--- config.mk ---
export PLATFORM = sky130hd
export DESIGN_NAME = host_port_bridge
export DESIGN_NICKNAME = d
export VERILOG_FILES = /design/src/rtl/hpb_pkg.sv /design/src/rtl/hpb_sync.sv /design/src/rtl/hpb_ctrl.sv /design/src/rtl/hpb_datapath.sv /design/src/rtl/host_port_bridge.sv
export SDC_FILE = /design/constraint.sdc
export NUM_CORES = 1
export LEC_CHECK = 0
export BUFFER_PORTS_ARGS = -buffer_cell sky130_fd_sc_hd__buf_2
export CAP_MARGIN = 10
export CORE_MARGIN = 2
export CORE_UTILIZATION = 49
export CTS_CLUSTER_DIAMETER = 120
export CTS_CLUSTER_SIZE = 16
export DETAILED_ROUTE_END_ITERATION = 8
export PLACE_DENSITY = 0.79
export SLEW_MARGIN = 20
export SYNTH_ARGS = -nofsm -noshare
export SYNTH_HDL_FRONTEND = slang
export SYNTH_SLANG_ARGS = --single-unit
--- constraint.sdc ---
create_clock -name clk -period 2 [get_ports clk]
set_clock_uncertainty 0.15 [all_clocks]
set_input_delay 0.2 -clock clk [delete_from_list [all_inputs] [get_ports clk]]
set_output_delay 0.2 -clock clk [all_outputs]
set_load 0.005 [all_outputs]
--- src/rtl/hpb_pkg.sv ---
package hpb_pkg;
  localparam int BYTE_W = 8;
  localparam int BYTES = 3;
  localparam int WORD_W = BYTE_W * BYTES;
  localparam int ADDR_W = 3;
  localparam int VEC_W = BYTE_W - 1;

  localparam logic [ADDR_W-1:0] ADDR_MODE = 3'd0;
  localparam logic [ADDR_W-1:0] ADDR_POL = 3'd1;
  localparam logic [ADDR_W-1:0] ADDR_STAT = 3'd2;
  localparam logic [ADDR_W-1:0] ADDR_CMD = 3'd3;
  localparam int ADDR_BYTE_BASE = 5;

  typedef struct packed {
    logic mux;
    logic dualStrobe;
    logic dualReq;
    logic openDrain;
    logic polCs;
    logic polAs;
    logic polStrobe;
    logic polReq;
    logic polAck;
  } hpbCfg_t;

  typedef struct packed {
    logic wrCommit;
    logic rdCommit;
    logic rdActive;
    logic ackActive;
    logic [ADDR_W-1:0] regSel;
    logic [BYTE_W-1:0] wrByte;
  } hpbStrobes_t;
endpackage

--- src/rtl/hpb_sync.sv ---
module hpb_sync #(
  parameter int WIDTH = 1,
  parameter int STAGES = 2,
  parameter logic [WIDTH-1:0] RESET_VAL = '1
) (
  input  logic clk,
  input  logic rst_n,
  input  logic [WIDTH-1:0] asyncIn,
  output logic [WIDTH-1:0] syncOut
);
  logic [WIDTH-1:0] stageQ [STAGES];

  generate
    for (genvar s = 0; s < STAGES; s++) begin : g_stage
      if (s == 0) begin : g_first
        always_ff @(posedge clk or negedge rst_n) begin
          if (!rst_n) stageQ[s] <= RESET_VAL;
          else        stageQ[s] <= asyncIn;
        end
      end else begin : g_next
        always_ff @(posedge clk or negedge rst_n) begin
          if (!rst_n) stageQ[s] <= RESET_VAL;
          else        stageQ[s] <= stageQ[s-1];
        end
      end
    end
  endgenerate

  assign syncOut = stageQ[STAGES-1];
endmodule

--- src/rtl/hpb_ctrl.sv ---
module hpb_ctrl
  import hpb_pkg::*;
#(
  parameter int SYNC_STAGES = 2
) (
  input  logic clk,
  input  logic rst_n,
  input  logic muxMode,
  input  logic dualStrobe,
  input  logic polCs,
  input  logic polAs,
  input  logic polStrobe,
  input  logic polAck,
  input  logic cfgTouched,
  input  logic pinCs,
  input  logic pinAs,
  input  logic pinDs,
  input  logic pinRw,
  input  logic pinRd,
  input  logic pinWr,
  input  logic pinAck,
  input  logic [ADDR_W-1:0] pinAddr,
  input  logic [BYTE_W-1:0] pinData,
  output hpbStrobes_t strobes
);
  localparam int NUM_CTRL = 7;
  localparam int IDX_CS = 0, IDX_AS = 1, IDX_DS = 2, IDX_RW = 3;
  localparam int IDX_RD = 4, IDX_WR = 5, IDX_ACK = 6;

  logic [NUM_CTRL-1:0] rawPins, syncPins;
  assign rawPins = {pinAck, pinWr, pinRd, pinRw, pinDs, pinAs, pinCs};

  hpb_sync #(
    .WIDTH(NUM_CTRL),
    .STAGES(SYNC_STAGES),
    .RESET_VAL({NUM_CTRL{1'b1}})
  ) ctrlSync_i (
    .clk(clk),
    .rst_n(rst_n),
    .asyncIn(rawPins),
    .syncOut(syncPins)
  );

  function automatic logic isActive(input logic level, input logic polHigh);
    return ~(level ^ polHigh);
  endfunction

  logic csAct, asAct, dsAct, rdPinAct, wrPinAct, ackAct, rwRead;
  logic rdReq, wrReq, accRd, accWr;
  logic quiet, prevRd, prevWr, prevAs;
  logic [ADDR_W-1:0] latchAddr;

  assign csAct    = isActive(syncPins[IDX_CS], polCs);
  assign asAct    = isActive(syncPins[IDX_AS], polAs);
  assign dsAct    = isActive(syncPins[IDX_DS], polStrobe);
  assign rdPinAct = isActive(syncPins[IDX_RD], polStrobe);
  assign wrPinAct = isActive(syncPins[IDX_WR], polStrobe);
  assign ackAct   = isActive(syncPins[IDX_ACK], polAck);
  assign rwRead   = syncPins[IDX_RW];

  assign rdReq = dualStrobe ? rdPinAct : (dsAct & rwRead);
  assign wrReq = dualStrobe ? wrPinAct : (dsAct & ~rwRead);
  assign accRd = csAct & rdReq & ~quiet;
  assign accWr = csAct & wrReq & ~quiet;

  // After a configuration change, wait for chip select to look idle under
  // the new settings so a flipped polarity cannot fake an access.
  always_ff @(posedge clk or negedge rst_n) begin
    if (!rst_n) begin
      quiet     <= 1'b0;
      prevRd    <= 1'b0;
      prevWr    <= 1'b0;
      prevAs    <= 1'b0;
      latchAddr <= '0;
    end else begin
      if (cfgTouched) quiet <= 1'b1;
      else if (!csAct) quiet <= 1'b0;
      prevRd <= accRd;
      prevWr <= accWr;
      prevAs <= asAct;
      if (muxMode && asAct && !prevAs) latchAddr <= pinData[ADDR_W-1:0];
    end
  end

  always_comb begin
    strobes.wrCommit  = prevWr & ~accWr;
    strobes.rdCommit  = prevRd & ~accRd;
    strobes.rdActive  = accRd;
    strobes.ackActive = ackAct;
    strobes.regSel    = muxMode ? latchAddr : pinAddr;
    strobes.wrByte    = pinData;
  end
endmodule

--- src/rtl/hpb_datapath.sv ---
module hpb_datapath
  import hpb_pkg::*;
(
  input  logic clk,
  input  logic rst_n,
  input  hpbStrobes_t strobes,
  output hpbCfg_t cfg,
  output logic cfgTouched,
  output logic [BYTE_W-1:0] hostDataOut,
  output logic hostDataOe,
  output logic reqA,
  output logic reqAOe,
  output logic reqB,
  output logic reqBOe,
  output logic [WORD_W-1:0] procRxData,
  output logic procRxValid,
  input  logic procRxReady,
  input  logic [WORD_W-1:0] procTxData,
  input  logic procTxValid,
  output logic procTxReady,
  output logic cmdIrq,
  output logic [VEC_W-1:0] cmdVector,
  input  logic cmdAck
);
  localparam int MODE_W = 4;
  localparam int POL_W = 5;

  logic [MODE_W-1:0] modeReg;
  logic [POL_W-1:0] polReg;
  logic [BYTES-1:0] byteHit;
  logic [BYTE_W-1:0] txStage [BYTES-1];
  logic [WORD_W-1:0] txAssembled, txWord, rxWord;
  logic txEmpty, rxFull, cmdPend;
  logic [VEC_W-1:0] cmdVec;
  logic lowWrite, lowRead, loadRx, cmdWrite;
  logic reqAAct, reqBAct;
  logic [BYTE_W-1:0] rdByte;

  generate
    for (genvar k = 0; k < BYTES; k++) begin : g_hit
      assign byteHit[k] = (strobes.regSel == ADDR_W'(ADDR_BYTE_BASE + k));
    end
    for (genvar k = 0; k < BYTES - 1; k++) begin : g_stage
      always_ff @(posedge clk or negedge rst_n) begin
        if (!rst_n) txStage[k] <= '0;
        else if (strobes.wrCommit && byteHit[k] && txEmpty) txStage[k] <= strobes.wrByte;
      end
    end
  endgenerate

  // Configuration registers
  always_ff @(posedge clk or negedge rst_n) begin
    if (!rst_n) begin
      modeReg <= '0;
      polReg  <= '0;
    end else if (strobes.wrCommit) begin
      if (strobes.regSel == ADDR_MODE) modeReg <= strobes.wrByte[MODE_W-1:0];
      if (strobes.regSel == ADDR_POL)  polReg  <= strobes.wrByte[POL_W-1:0];
    end
  end

  assign cfgTouched = strobes.wrCommit &
                      ((strobes.regSel == ADDR_MODE) | (strobes.regSel == ADDR_POL));

  always_comb begin
    cfg.mux        = modeReg[0];
    cfg.dualStrobe = modeReg[1];
    cfg.dualReq    = modeReg[2];
    cfg.openDrain  = modeReg[3];
    cfg.polCs      = polReg[0];
    cfg.polAs      = polReg[1];
    cfg.polStrobe  = polReg[2];
    cfg.polReq     = polReg[3];
    cfg.polAck     = polReg[4];
  end

  // Host-to-processor word
  always_comb begin
    txAssembled = '0;
    for (int k = 0; k < BYTES - 1; k++) begin
      txAssembled[(BYTES-1-k)*BYTE_W +: BYTE_W] = txStage[k];
    end
    txAssembled[BYTE_W-1:0] = strobes.wrByte;
  end

  assign lowWrite = strobes.wrCommit & byteHit[BYTES-1] & txEmpty;

  always_ff @(posedge clk or negedge rst_n) begin
    if (!rst_n) begin
      txWord  <= '0;
      txEmpty <= 1'b1;
    end else if (lowWrite) begin
      txWord  <= txAssembled;
      txEmpty <= 1'b0;
    end else if (!txEmpty && procRxReady) begin
      txEmpty <= 1'b1;
    end
  end

  // Processor-to-host word
  assign loadRx  = procTxValid & ~rxFull;
  assign lowRead = strobes.rdCommit & byteHit[BYTES-1] & rxFull;

  always_ff @(posedge clk or negedge rst_n) begin
    if (!rst_n) begin
      rxWord <= '0;
      rxFull <= 1'b0;
    end else if (loadRx) begin
      rxWord <= procTxData;
      rxFull <= 1'b1;
    end else if (lowRead) begin
      rxFull <= 1'b0;
    end
  end

  // Guarded command register
  assign cmdWrite = strobes.wrCommit & (strobes.regSel == ADDR_CMD) & ~cmdPend;

  always_ff @(posedge clk or negedge rst_n) begin
    if (!rst_n) begin
      cmdPend <= 1'b0;
      cmdVec  <= '0;
    end else if (cmdWrite) begin
      {cmdPend, cmdVec} <= strobes.wrByte;
    end else if (cmdAck) begin
      cmdPend <= 1'b0;
    end
  end

  // Host read mux
  always_comb begin
    rdByte = '0;
    case (strobes.regSel)
      ADDR_MODE: rdByte = BYTE_W'(modeReg);
      ADDR_POL:  rdByte = BYTE_W'(polReg);
      ADDR_STAT: rdByte = BYTE_W'({cmdPend, txEmpty, rxFull});
      ADDR_CMD:  rdByte = {cmdPend, cmdVec};
      default:   rdByte = '0;
    endcase
    for (int k = 0; k < BYTES; k++) begin
      if (byteHit[k]) rdByte = rxWord[(BYTES-1-k)*BYTE_W +: BYTE_W];
    end
  end

  assign hostDataOut = rdByte;
  assign hostDataOe  = strobes.rdActive;

  // Request lines
  assign reqAAct = cfg.dualReq ? txEmpty : (rxFull & ~strobes.ackActive);
  assign reqBAct = cfg.dualReq & rxFull;
  assign reqA    = ~(reqAAct ^ cfg.polReq);
  assign reqB    = ~(reqBAct ^ cfg.polReq);
  assign reqAOe  = cfg.openDrain ? ~reqA : 1'b1;
  assign reqBOe  = cfg.openDrain ? ~reqB : 1'b1;

  assign procRxData  = txWord;
  assign procRxValid = ~txEmpty;
  assign procTxReady = ~rxFull;
  assign cmdIrq      = cmdPend;
  assign cmdVector   = cmdVec;

  AST_LOW_WRITE_HANDOFF: assert property (@(posedge clk) disable iff (!rst_n)
    strobes.wrCommit && byteHit[BYTES-1] && txEmpty |=> procRxValid);
  AST_HELD_WORD: assert property (@(posedge clk) disable iff (!rst_n)
    procRxValid && !procRxReady |=> procRxValid && $stable(procRxData));
  AST_RX_LOAD: assert property (@(posedge clk) disable iff (!rst_n)
    procTxValid && procTxReady |=> !procTxReady);
  AST_VECTOR_GUARDED: assert property (@(posedge clk) disable iff (!rst_n)
    cmdIrq |=> (!cmdIrq || $stable(cmdVector)));
  AST_OPEN_DRAIN_LOW: assert property (@(posedge clk) disable iff (!rst_n)
    cfg.openDrain && reqAOe |-> !reqA);
endmodule

--- src/rtl/host_port_bridge.sv ---
module host_port_bridge
  import hpb_pkg::*;
(
  input  logic clk,
  input  logic rst_n,
  input  logic hostCsPin,
  input  logic hostAsPin,
  input  logic hostDsPin,
  input  logic hostRwPin,
  input  logic hostRdPin,
  input  logic hostWrPin,
  input  logic hostAckPin,
  input  logic [ADDR_W-1:0] hostAddr,
  input  logic [BYTE_W-1:0] hostDataIn,
  output logic [BYTE_W-1:0] hostDataOut,
  output logic hostDataOe,
  output logic hostReqA,
  output logic hostReqAOe,
  output logic hostReqB,
  output logic hostReqBOe,
  output logic [WORD_W-1:0] procRxData,
  output logic procRxValid,
  input  logic procRxReady,
  input  logic [WORD_W-1:0] procTxData,
  input  logic procTxValid,
  output logic procTxReady,
  output logic cmdIrq,
  output logic [VEC_W-1:0] cmdVector,
  input  logic cmdAck
);
  hpbCfg_t cfg;
  hpbStrobes_t strobes;
  logic cfgTouched;

  hpb_ctrl #(.SYNC_STAGES(2)) ctrl_i (
    .clk(clk),
    .rst_n(rst_n),
    .muxMode(cfg.mux),
    .dualStrobe(cfg.dualStrobe),
    .polCs(cfg.polCs),
    .polAs(cfg.polAs),
    .polStrobe(cfg.polStrobe),
    .polAck(cfg.polAck),
    .cfgTouched(cfgTouched),
    .pinCs(hostCsPin),
    .pinAs(hostAsPin),
    .pinDs(hostDsPin),
    .pinRw(hostRwPin),
    .pinRd(hostRdPin),
    .pinWr(hostWrPin),
    .pinAck(hostAckPin),
    .pinAddr(hostAddr),
    .pinData(hostDataIn),
    .strobes(strobes)
  );

  hpb_datapath datapath_i (
    .clk(clk),
    .rst_n(rst_n),
    .strobes(strobes),
    .cfg(cfg),
    .cfgTouched(cfgTouched),
    .hostDataOut(hostDataOut),
    .hostDataOe(hostDataOe),
    .reqA(hostReqA),
    .reqAOe(hostReqAOe),
    .reqB(hostReqB),
    .reqBOe(hostReqBOe),
    .procRxData(procRxData),
    .procRxValid(procRxValid),
    .procRxReady(procRxReady),
    .procTxData(procTxData),
    .procTxValid(procTxValid),
    .procTxReady(procTxReady),
    .cmdIrq(cmdIrq),
    .cmdVector(cmdVector),
    .cmdAck(cmdAck)
  );
endmodule

==> results by group, run 1 <==
Yosys
  – Yosys top cell area share: about 49%
  – YS warnings: 0
  – #FFs+latches synth: approximately 100
  – Sequential share of the synthesized area: between 50% and 60%
  – Syn_area_per_cell: between 10 and 15 um^2
  – Net Count, Synth: 354
  – Post-synthesis cell type count: 53
  – Post-synth EDFFs: 0
  – Most used DFF post-synth: dfrtp_1
  – Post-Syn Area: ~0.0045 mm^2
  – Gate count of the mapped netlist: approximately 300
  – Main area contributors after synthesis: dfrtp_1, mux2_2, dfstp_2, mux2_4, nand2_1
  – Synth area leader: dfrtp_1
  – Fraction of registers with async set/reset: 100%

Global routing
  – Gr usage total: 23.3%
  – Largest net degree at the start of global routing: between 100 and 150
  – Initial antenna violation count: 0
  – Total congestion overflow: 0
  – Number of global-route vias before repair: 3,479
  – First-pass GRT wire length: around 18,000 um

Setup path
  – R2R depth: 7
  – Reg2Reg Setup Slack: -0.23 ns
  – Critical setup path kind: reg2out
  – Worst path required time: 1.65 ns
  – Arrival @ worst endpoint: ~2.1 ns
  – Reg-to-Reg Start: datapath_i.modeReg[0]$_DFFE_PN0P_
  – RR Endpoint: datapath_i.procRxData[11]$_DFFE_PN0P_
  – Max FO, Critical Path: 5
  – Critical path startpoint category: flip-flop
  – Crit end category: output pin

Worst hold path
  – WHS Path Cells: 2
  – Worst Min Path Start: hostDataIn[2]
  – HP Class: in2reg
  – Hold Path End: datapath_i.txAssembled[10]$_DFFE_PN0P_

Die
  – Chip width: roughly 100 um
  – Die height: between 100 and 150 um
  – Num rows: 35
  – I/O pins: 94
  – Area of the core: roughly 0.0091 mm^2
  – Initial Utilization: between 40% and 50%
  – DIE AREA: ~0.010 mm^2

STA
  – Minimum clock period: 2.45 ns
  – Slew HR: approximately 64%
  – Final Setup Violations: 60
  – Unrepaired setup endpoints after global routing: yes
  – Final TNS setup: -7.29 ns
  – FMAX: roughly 400 MHz
  – Setup ws final: -0.452 ns
  – Final Cycle Share: 123%
  – Final Hold Viols: 0
  – Slew @ Worst Pin: 0.535 ns
  – Fin. max-slew vios: 0

Detailed routing
  – Final wirelength: 11,500 um
  – Vias per cell: ~5.4
  – Vias after detailed routing: between 3k and 4k
  – Initial DRT Pass Iterations: 4
  – Drc violations: 0
  – Antenna-violating nets left: 0
  – DR iter-0 viols: ~130
  – Average wire per standard cell: 18.8 um

Layout
  – Share of cells above drive strength 1: 60.0%
  – Post-route cell area: around 0.0064 mm^2
  – Fillers: 604
  – Nets: approximately 540
  – Post-Route Utilization: 69.8%
  – Multi-input gate area: between 0.0015 and 0.002 mm^2
  – Antenna diode count: 0
  – Area grow syn2layout: 40.8%
  – Seq. cell area: roughly 0.0026 mm^2
  – Non-Filler Instances: 611

Clock network
  – Clock transition at the registers of the reported paths: 0.12 ns
  – Skew-Pair Late Insertion Delay: between 0.3 and 0.4 ns
  – Total CTS buffers: 9
  – Clk sinks: approximately 100
  – H-tree depth: 3
  – CTS Buffer Depth: 2
  – TritonCTS clock tree: built
  – Root buffer cell: clkbuf_8

Place
  – DP Cell Count: between 500 and 600
  – Port bufs: 93
  – Routability cong.: between 0.9 and 1
  – Post-DP HPWL: 7180 um
  – Area after DPL: roughly 0.0054 mm^2

Outcome
  – Failing checks: negative setup slack
  – Status: complete, but fails checks

Pwr
  – VDD IR max: between 0.0006 and 0.0007 V
  – Leakage power: between 3 and 4 nW
  – Pwr dens: ~1400 mW/mm^2
  – Final total power: 0.00863 W

Run
  – Max cap viols: 0
per-stage QoR:
| step | worst slack, ns | hold slack [ns] |
|---|---|---|
| final | -0.452 | 0.0614 |
| after global routing | -0.540 | 0.0507 |
| after CTS | -0.420 | 0.0428 |
| after detailed placement | -0.194 | 0.155 |
| after global placement | -0.164 | 0.150 |
| after floorplan | 0.00959 | -0.246 |
kinds of logic (layout without fill, tap and decap cells):
logic type      count (synthesis)  count (layout)  share of synthesized area (%)
flops                         104             104                           58.0
mux                            94              95                           25.8
compound gates                 43              43                           8.72
simple gates                   39              39                           3.93
buf+inv                        22             214                           2.60
xor+xnor                        5               5                          0.969
area by class of cell:
| cell class | count | area share (%) |
|---|---|---|
| Clock buffer | 9 | 1.95 |
| Clock inverter | 7 | 0.964 |
| Inverter | 12 | 0.708 |
| Multi-Input combinational cell | 182 | 30.6 |
| Sequential cell | 104 | 41.3 |
| Tap cell | 111 | 2.18 |
| Timing Repair Buffer | 186 | 22.3 |
Yosys cell counts, drive strengths merged, types with 2 or more instances:
master and count:
nor2b 2, clkbuf 2, dfrtp 89, o32ai 2, xor2 2, nor2 8, mux2i 3, nand3 3
a31oi 2, mux4 3, nand3b 2, xnor2 3, buf 8, mux2 88, o21ai 9, a21oi 4
dfstp 15, o211ai 4, a22oi 3, a221oi 2, o2111ai 3, nand2 19, inv 12, a22o 2
worst max-delay path, stage by stage (launching register included):
cell	delay, ns
dfrtp_2	0.47
mux2i_4	0.37
buf_6	0.15
mux2_4	0.16
nand2_2	0.04
a222oi_1	0.36
buf_2	0.19
flip-flops by register name, indices dropped and copies added, names as in the netlist:
register,flops
ctrl_i.ctrlSync_i.syncOut,7
ctrl_i.prevWr,1
datapath_i.txEmpty,1
ctrl_i.prevRd,1
datapath_i.cmdVector,7
datapath_i.polReg,5
datapath_i.rxFull,1
datapath_i.cmdIrq,1
ctrl_i.prevAs,1
datapath_i.modeReg,4
datapath_i.txAssembled,16
datapath_i.procRxData,24
ctrl_i.quiet,1
datapath_i.rxWord,24
ctrl_i.ctrlSync_i.stageQ,7
ctrl_i.latchAddr,3
timing repair:
action,CTS,global route
setup buffers,9,6
pin swaps,8,8
hold buffers,40,0
gates resized for setup,24,17
endpoints found under the hold margin,142,0
setup endpoints to repair,63,67
cloned,3,1
report_power, final:
group	switching (W)	internal, W	total, W
Combinational	0.00161	0.00223	0.00384
Sequential	0.000594	0.00292	0.00351
Clock	0.000799	0.000480	0.00128
Total	0.00300	0.00563	0.00863
metal layers:
layer	vias up	global-route usage (%)	wire length (um)
met4	0	10.2	323
met5	-	0	0
li1	1491	-	-
met2	112	40.1	5900
met1	1678	29.0	4800
met3	26	4.18	471
placed cells by master (no fill, tap or decap), drive strengths merged, types with 3 or more instances in the layout:
cell type      n
buf          144
dfrtp         89
mux2          89
dlygate4sd3   40
nand2         19
inv           16
dfstp         15
clkbuf        10
o21ai          9
nor2           8
a21oi          4
o211ai         4
a22oi          3
nand3          3
mux4           3
xnor2          3
o2111ai        3
mux2i          3
worst max-delay path by stage:
| stage | from | end | slack [ns] |
|---|---|---|---|
| 2_1_floorplan | ctrl_i.ctrlSync_i.syncOut[2]$_DFF_PN1_ | datapath_i.procRxData[10]$_DFFE_PN0P_ | 0.01 |
| 3_3_place_gp | datapath_i.modeReg[0]$_DFFE_PN0P_ | hostDataOut[0] | -0.16 |
| 3_5_place_dp | datapath_i.modeReg[0]$_DFFE_PN0P_ | hostDataOut[0] | -0.19 |
| 4_1_cts | datapath_i.modeReg[0]$_DFFE_PN0P_ | hostDataOut[1] | -0.42 |
| 5_1_grt | datapath_i.modeReg[0]$_DFFE_PN0P_ | hostDataOut[0] | -0.54 |
| 6_report | datapath_i.modeReg[0]$_DFFE_PN0P_ | hostDataOut[3] | -0.45 |
Note: power is estimated with default switching activity, not from simulation.
==> inputs of run 2 (changes only) <==
- REMOVE_ABC_BUFFERS: not set -> 1
==> run 2 against run 1 <==
Against the previous run: the flow still finishes with violations (negative setup slack); register-to-register slack worse by 0.02 ns; final cell count increased by 0.49%; largest power group unchanged; clock power rose by 16%; setup slack better by 0.047 ns; non-clock buffer count is 4 higher; utilization is essentially flat; cell area hardly changed; global-route usage grew 0.31 points; critical path depth down 1; count of clock-buffer cells in the layout unchanged; largest cell class unchanged; highest routed layer unchanged; routed wire length increased by 3.6%.
==> results by group, run 2 (synthesis results as in run 1) <==
Detailed routing
  – Vias per cell: 5.54 (was 5.41)
  – Vias after detailed routing: 3,404 (was 3,307)
  – Drc violations: 0 (unchanged)
  – Initial DRT Pass Iterations: 4 (unchanged)
  – DR iter-0 viols: 161 (was 127)
  – Final wirelength: 11,900 um (was 11,500 um)
  – Average wire per standard cell: 19.4 um (was 18.8 um)
  – Antenna-violating nets left: 0 (unchanged)

Clock network
  – H-tree depth: 3 (unchanged)
  – Root buffer cell: clkbuf_8 (unchanged)
  – Total CTS buffers: 9 (unchanged)
  – CTS Buffer Depth: 2 (unchanged)
  – Clk sinks: 104 (unchanged)
  – TritonCTS clock tree: built (unchanged)
  – Clock transition at the registers of the reported paths: 0.11 ns (was 0.12 ns)
  – Skew-Pair Late Insertion Delay: 0.37 ns (was 0.38 ns)

Layout
  – Post-Route Utilization: 69.9% (was 69.8%)
  – Post-route cell area: 0.00636 mm^2 (about the same)
  – Most frequent cells in the layout: buf_2, dfrtp_1, mux2_2, buf_4, dlygate4sd3_1 (was buf_2, dfrtp_1, mux2_2, dlygate4sd3_1, buf_4)
  – Nets: 545 (was 542)
  – Commonest non-fill, non-tap cell in the layout: buf_2 (unchanged)
  – Seq. cell area: 0.00263 mm^2 (unchanged)
  – Non-Filler Instances: 614 (was 611)
  – Area grow syn2layout: 40.9% (was 40.8%)
  – Multi-input gate area: 0.00190 mm^2 (was 0.00195 mm^2)
  – Fillers: 595 (was 604)
  – Antenna diode count: 0 (unchanged)
  – Share of cells above drive strength 1: 60.0% (about the same)

Die
  – DIE AREA: 0.0100 mm^2 (unchanged)
  – Num rows: 35 (unchanged)
  – Initial Utilization: 49.6% (unchanged)
  – Area of the core: 0.00911 mm^2 (unchanged)
  – Chip width: 100 um (unchanged)
  – I/O pins: 94 (unchanged)
  – Die height: 100 um (unchanged)

Place
  – Area after DPL: 0.00540 mm^2 (was 0.00542 mm^2)
  – Routability cong.: 0.954 (was 0.934)
  – Post-DP HPWL: 7170 um (was 7180 um)
  – Port bufs: 93 (unchanged)
  – DP Cell Count: 539 (unchanged)

Outcome
  – Status: complete, but fails checks (unchanged)
  – Failing checks: negative setup slack (unchanged)

STA
  – Final Cycle Share: 120% (was 123%)
  – FMAX: 416 MHz (was 408 MHz)
  – Setup ws final: -0.405 ns (was -0.452 ns)
  – Slew HR: 68.2% (was 64.3%)
  – Final Hold Viols: 0 (unchanged)
  – Minimum clock period: 2.40 ns (was 2.45 ns)
  – Slew @ Worst Pin: 0.477 ns (was 0.535 ns)
  – Fin. max-slew vios: 0 (unchanged)
  – Final TNS setup: -11.96 ns (was -7.29 ns)
  – Unrepaired setup endpoints after global routing: yes (unchanged)
  – Worst hold slack: 0.0122 ns (was 0.0614 ns)
  – Final Setup Violations: 65 (was 60)

Worst hold path
  – HP Class: in2reg (unchanged)

Global routing
  – Global routing's busiest layer: met2 (unchanged)
  – First-pass GRT wire length: 17,900 um (was 17,700 um)
  – Gr usage total: 23.6% (was 23.3%)
  – Total congestion overflow: 0 (unchanged)
  – GRT met3 Usage: 4.32% (was 4.18%)
  – GRT met1 Usage: 31.4% (was 29.0%)
  – Largest net degree at the start of global routing: 82 (was 105)
  – Number of global-route vias before repair: 3,552 (was 3,479)
  – GRT met2 Usage: 38.9% (was 40.1%)
  – Initial antenna violation count: 0 (unchanged)

Setup path
  – Critical path endpoint: hostDataOut[4] (was hostDataOut[3])
  – Critical setup path kind: reg2out (unchanged)
  – Worst path required time: 1.65 ns (about the same)
  – Reg-to-Reg Start: datapath_i.modeReg[0]$_DFFE_PN0P_ (unchanged)
  – RR Endpoint: datapath_i.txAssembled[13]$_DFFE_PN0P_ (was datapath_i.procRxData[11]$_DFFE_PN0P_)
  – R2R depth: 9 (was 7)
  – Arrival @ worst endpoint: 2.05 ns (was 2.10 ns)
  – CP Launch Point: datapath_i.modeReg[0]$_DFFE_PN0P_ (unchanged)
  – Crit end category: output pin (unchanged)
  – Reg2Reg Setup Slack: -0.25 ns (was -0.23 ns)
  – Critical path startpoint category: flip-flop (unchanged)
  – Max FO, Critical Path: 6 (was 5)

Pwr
  – Combinational Power Share: 43.3% (was 44.5%)
  – Pwr dens: 1390 mW/mm^2 (was 1360 mW/mm^2)
  – Sw power: 0.00294 W (was 0.00300 W)
  – Leakage power: 3.11 nW (was 3.10 nW)
  – Clk pwr share: 16.7% (was 14.8%)
  – Sequential power share: 40.0% (was 40.7%)
  – Internal power: 0.00589 W (was 0.00563 W)
  – VDD IR max: 0.000591 V (was 0.000661 V)
  – Sw frac: 33.3% (was 34.8%)

Run
  – Max cap viols: 0 (unchanged)
## run 2: cell types whose count changed in the layout (fill, tap and decap cells not counted), moves of 2 or more
cell	delta
buf_4	+8
buf_6	-3
bufinv_16	+2
mux2_4	-2
nor2_2	-2
## run 2: layout make-up
cell class / count / share of cell area (%)
clock buffer: 9 / 1.95
clock inverter: 7 / 1.61
inverter: 12 / 0.708
multi-input combinational: 181 / 29.9
sequential: 104 / 41.2
tap: 111 / 2.18
timing repair buffer: 190 / 22.4
## run 2: what timing repair did
item / 4_1_cts / 5_1_grt
cloned: 1 / 0
setup endpoints to repair: 67 / 68
setup buffers: 13 / 8
resized for setup: 21 / 16
hold endpoints to repair: 139 / 0
hold buffers: 39 / 0
pin swaps: 8 / 7
## run 2: power by group through the flow
| stage | Sequential (W) | Clock, W | Combinational (W) |
|---|---|---|---|
| 2_1_floorplan | 0.00339 | 0 | 0.00181 |
| 3_3_place_gp | 0.00349 | 0 | 0.00306 |
| 3_5_place_dp | 0.00353 | 0 | 0.00315 |
| 4_1_cts | 0.00349 | 0.00150 | 0.00359 |
| 5_1_grt | 0.00362 | 0.00160 | 0.00409 |
| 6_report | 0.00353 | 0.00148 | 0.00382 |
## run 2: worst min-delay path by stage
stage                  start                                endpoint  slack, ns  cells after the start
2_1_floorplan          rst_n         ctrl_i.latchAddr[0]$_DFFE_PN0P_      -0.25                      0
3_3_place_gp           rst_n                 ctrl_i.prevRd$_DFF_PN0_      -0.04                      1
6_report       hostDataIn[3]  datapath_i.txAssembled[19]$_DFFE_PN0P_       0.01                      2
3_5_place_dp           rst_n                 ctrl_i.prevRd$_DFF_PN0_      -0.03                      1
5_1_grt        hostDataIn[3]  datapath_i.txAssembled[11]$_DFFE_PN0P_       0.02                      2
4_1_cts        hostDataIn[3]        datapath_i.polReg[3]$_DFFE_PN0P_     0.0001                      2
## run 2: through the flow
stage / power [W] / worst slack, ns
after floorplan: 0.00520 / -0.442
after global placement: 0.00655 / -0.0918
after detailed placement: 0.00668 / -0.144
after CTS: 0.00858 / -0.379
after global routing: 0.00931 / -0.508
final: 0.00883 / -0.405
## run 2: critical path, stage by stage (launching register included)
cell,delay [ns]
dfrtp_2,0.47
mux2i_1,0.21
buf_4,0.19
mux4_2,0.51
a22o_1,0.19
buf_2,0.12
## run 2: layer usage
metal	wire length, um	share of wire (%)	vias to the layer above
li1	-	-	1494
met5	0	0	-
met4	451	3.8	0
met2	5890	50	160
met1	4830	41	1701
met3	728	6.1	49
==> inputs of run 3 (changes only) <==
- CELL_PAD_IN_SITES_DETAIL_PLACEMENT: not set -> 0
- CELL_PAD_IN_SITES_GLOBAL_PLACEMENT: not set -> 2
- CORE_UTILIZATION: 49 -> 34
- SYNTH_HIERARCHICAL: not set -> 1
==> run 3 against run 2 <==
Against the previous run: the flow still finishes with violations (negative setup slack); die area rose by 45%; final cell count up 9.3%; sequential share of layout area fell by 1.9 points; sequential cell count unchanged.
==> results by group, run 3 <==
Outcome
  – Status: complete, but fails checks (unchanged)
  – Failing checks: negative setup slack (unchanged)

Worst hold path
  – Worst Min Path Start: hostDataIn[4] (was hostDataIn[3])
  – HP Class: in2reg (unchanged)

Clock network
  – TritonCTS clock tree: built (unchanged)
  – Clock transition at the registers of the reported paths: 0.08 ns (was 0.11 ns)
  – Clk sinks: 104 (unchanged)
  – Root buffer cell: clkbuf_16 (was clkbuf_8)
  – Skew-Pair Late Insertion Delay: 0.36 ns (was 0.37 ns)
  – Total CTS buffers: 9 (unchanged)
  – CTS Buffer Depth: 2 (unchanged)
  – H-tree depth: 3 (unchanged)

Detailed routing
  – Vias after detailed routing: 3,177 (was 3,404)
  – Final wirelength: 12,100 um (was 11,900 um)
  – Vias per cell: 4.73 (was 5.54)
  – DR iter-0 viols: 138 (was 161)
  – Average wire per standard cell: 18.1 um (was 19.4 um)
  – Drc violations: 0 (unchanged)
  – Antenna-violating nets left: 0 (unchanged)
  – Initial DRT Pass Iterations: 4 (unchanged)

Setup path
  – Critical path startpoint category: flip-flop (unchanged)
  – Reg2Reg Setup Slack: -0.22 ns (was -0.25 ns)
  – Reg-to-Reg Start: datapath_i/modeReg[0]$_DFFE_PN0P_ (was datapath_i.modeReg[0]$_DFFE_PN0P_)
  – Crit end category: output pin (unchanged)
  – Arrival @ worst endpoint: 2.03 ns (was 2.05 ns)
  – CP Launch Point: datapath_i/modeReg[0]$_DFFE_PN0P_ (was datapath_i.modeReg[0]$_DFFE_PN0P_)
  – Worst path required time: 1.65 ns (about the same)
  – Critical setup path kind: reg2out (unchanged)
  – Max FO, Critical Path: 7 (was 6)

Yosys
  – Most used DFF post-synth: dfrtp_1 (unchanged)
  – Synth cell count leaders: dfrtp_1, mux2_2, buf_4 (was dfrtp_1, mux2_2, mux2_4, nand2_1, dfstp_2)
  – Post-synthesis cell type count: 47 (was 53)
  – Post-Syn Area: 0.00459 mm^2 (was 0.00452 mm^2)
  – Most frequent cell after synthesis: dfrtp_1 (unchanged)
  – Post-Synth Simple-Gate Area: 7.14% (was 3.93%)
  – YS warnings: 6 (was 0)
  – Syn_area_per_cell: 14.1 um^2 (was 14.7 um^2)
  – Adder-cell area share of the yosys netlist: 0% (unchanged)
  – Synth area leader: dfrtp_1 (unchanged)
  – Post-synth EDFFs: 0 (unchanged)
  – Largest family of logic cells by synthesized area: multiplexers (unchanged)
  – #FFs+latches synth: 104 (unchanged)
  – Yosys top cell area share: 48.5% (was 49.3%)
  – Post-synthesis compound-gate area fraction: 5.23% (was 8.72%)
  – Gate count of the mapped netlist: 327 (was 307)
  – Fraction of registers with async set/reset: 100% (unchanged)
  – Main area contributors after synthesis: dfrtp_1, mux2_2, dfstp_2, buf_4, mux4_2 (was dfrtp_1, mux2_2, dfstp_2, mux2_4, nand2_1)
  – Sequential share of the synthesized area: 57.1% (was 58.0%)
  – Mux cell area share after synthesis: 23.7% (was 25.8%)
  – Post-Synth XOR/XNOR Area: 1.33% (was 0.969%)

Pwr
  – Final total power: 0.00984 W (was 0.00883 W)
  – Pwr dens: 1470 mW/mm^2 (was 1390 mW/mm^2)
  – VDD IR max: 0.000705 V (was 0.000591 V)
  – Leakage power: 3.19 nW (was 3.11 nW)

STA
  – Slew HR: 70.3% (was 68.2%)
  – Final TNS setup: -11.84 ns (was -11.96 ns)
  – Slew @ Worst Pin: 0.446 ns (was 0.477 ns)
  – FMAX: 420 MHz (was 416 MHz)
  – Unrepaired setup endpoints after global routing: yes (unchanged)
  – Worst hold slack: 0.0537 ns (was 0.0122 ns)
  – Setup ws final: -0.383 ns (was -0.405 ns)
  – Fin. max-slew vios: 0 (unchanged)
  – Final Hold Viols: 0 (unchanged)
  – Final Setup Violations: 66 (was 65)
  – Minimum clock period: 2.38 ns (was 2.40 ns)
  – Final Cycle Share: 119% (was 120%)

Global routing
  – Number of global-route vias before repair: 3,380 (was 3,552)
  – Largest net degree at the start of global routing: 31 (was 82)
  – First-pass GRT wire length: 18,900 um (was 17,900 um)
  – Initial antenna violation count: 0 (unchanged)
  – Gr usage total: 17.3% (was 23.6%)
  – Total congestion overflow: 0 (unchanged)

Place
  – Post-DP HPWL: 7440 um (was 7170 um)
  – Post-Place Worst Slack: -0.285 ns (was -0.144 ns)
  – Routability cong.: 0.773 (was 0.954)
  – DP Cell Count: 589 (was 539)
  – Port bufs: 93 (unchanged)

Die
  – Chip width: 120 um (was 100 um)
  – Num rows: 42 (was 35)
  – I/O pins: 94 (unchanged)
  – Area of the core: 0.0132 mm^2 (was 0.00911 mm^2)
  – Initial Utilization: 34.7% (was 49.6%)
  – Die height: 120 um (was 100 um)
  – DIE AREA: 0.0145 mm^2 (was 0.0100 mm^2)

Layout
  – Commonest non-fill, non-tap cell in the layout: buf_2 (unchanged)
  – Most frequent cells in the layout: buf_2, dfrtp_1, mux2_4, dlygate4sd3_1, buf_4 (was buf_2, dfrtp_1, mux2_2, buf_4, dlygate4sd3_1)
  – Non-Filler Instances: 671 (was 614)
  – Nets: 538 (was 545)
  – Antenna diode count: 0 (unchanged)
  – Area grow syn2layout: 45.3% (was 40.9%)
  – Share of cells above drive strength 1: 60.2% (was 60.0%)

Run
  – Max cap viols: 0 (unchanged)
-- run 3: layout make-up --
cell class	count	area [um^2]
clock inverters	6	75.1
repair buffers	185	1470
clock buffers	9	225
flip-flops and latches	104	2620
inverters	6	22.5
well taps	176	220
fillers	1182	6570
multi-input cells	185	2040
-- run 3: kinds of logic after synthesis --
group,count (synthesis)
multiplexers,93
buffers and inverters,40
flip-flops,104
XOR/XNOR,7
AND/OR/NAND/NOR,46
AO/OA/AOI/OAI,37
-- run 3: timing repair --
action,CTS,global route
hold buffers,37,0
hold endpoints to repair,68,0
cloned,4,1
setup endpoints to repair,67,70
pin swaps,16,15
setup buffers,16,12
gates resized for setup,50,58
-- run 3: final timing paths --
kind                                                     endpoint  depth (start not counted)
min                          datapath_i/procRxData[4]$_DFFE_PN0P_                          2
max reg2reg                datapath_i/txAssembled[23]$_DFFE_PN0P_                          7
max in group asynchronous          datapath_i/txEmpty$_DFFE_PN1P_                          3
min reg2reg                ctrl_i/ctrlSync_i/syncOut[4]$_DFF_PN1_                          0
max                                                hostDataOut[7]                          5
min in group asynchronous     datapath_i/cmdVector[2]$_DFFE_PN0P_                          2
-- run 3: power breakdown --
group	switching, W	total (W)	internal, W
clock network	0.000824	0.00181	0.000984
logic	0.00161	0.00436	0.00275
registers	0.000661	0.00367	0.00301
-- run 3: stage by stage --
| step | util, % | area, um^2 |
|---|---|---|
| after CTS | 48.3 | 6400 |
| final | 50.4 | 6680 |
| after global routing | 50.4 | 6680 |
| after floorplan | - | 4360 |
| after global placement | 40.3 | 5340 |
| after detailed placement | 40.3 | 5340 |
-- run 3: critical path: stages, from the launching register on --
cell     delay [ns]
dfrtp_2        0.49
mux2_4         0.39
buf_12         0.16
nor3b_1        0.14
nor4_1         0.32
buf_2          0.18
-- run 3: metal layers --
metal  vias to the layer above  track usage (%)  part of all wire (%)
li1                       1474                -                     -
met1                      1613             22.5                    46
met2                        72             27.9                    48
met3                        18             4.58                   4.1
met4                         0             6.25                   1.9
met5                         -                0                     0
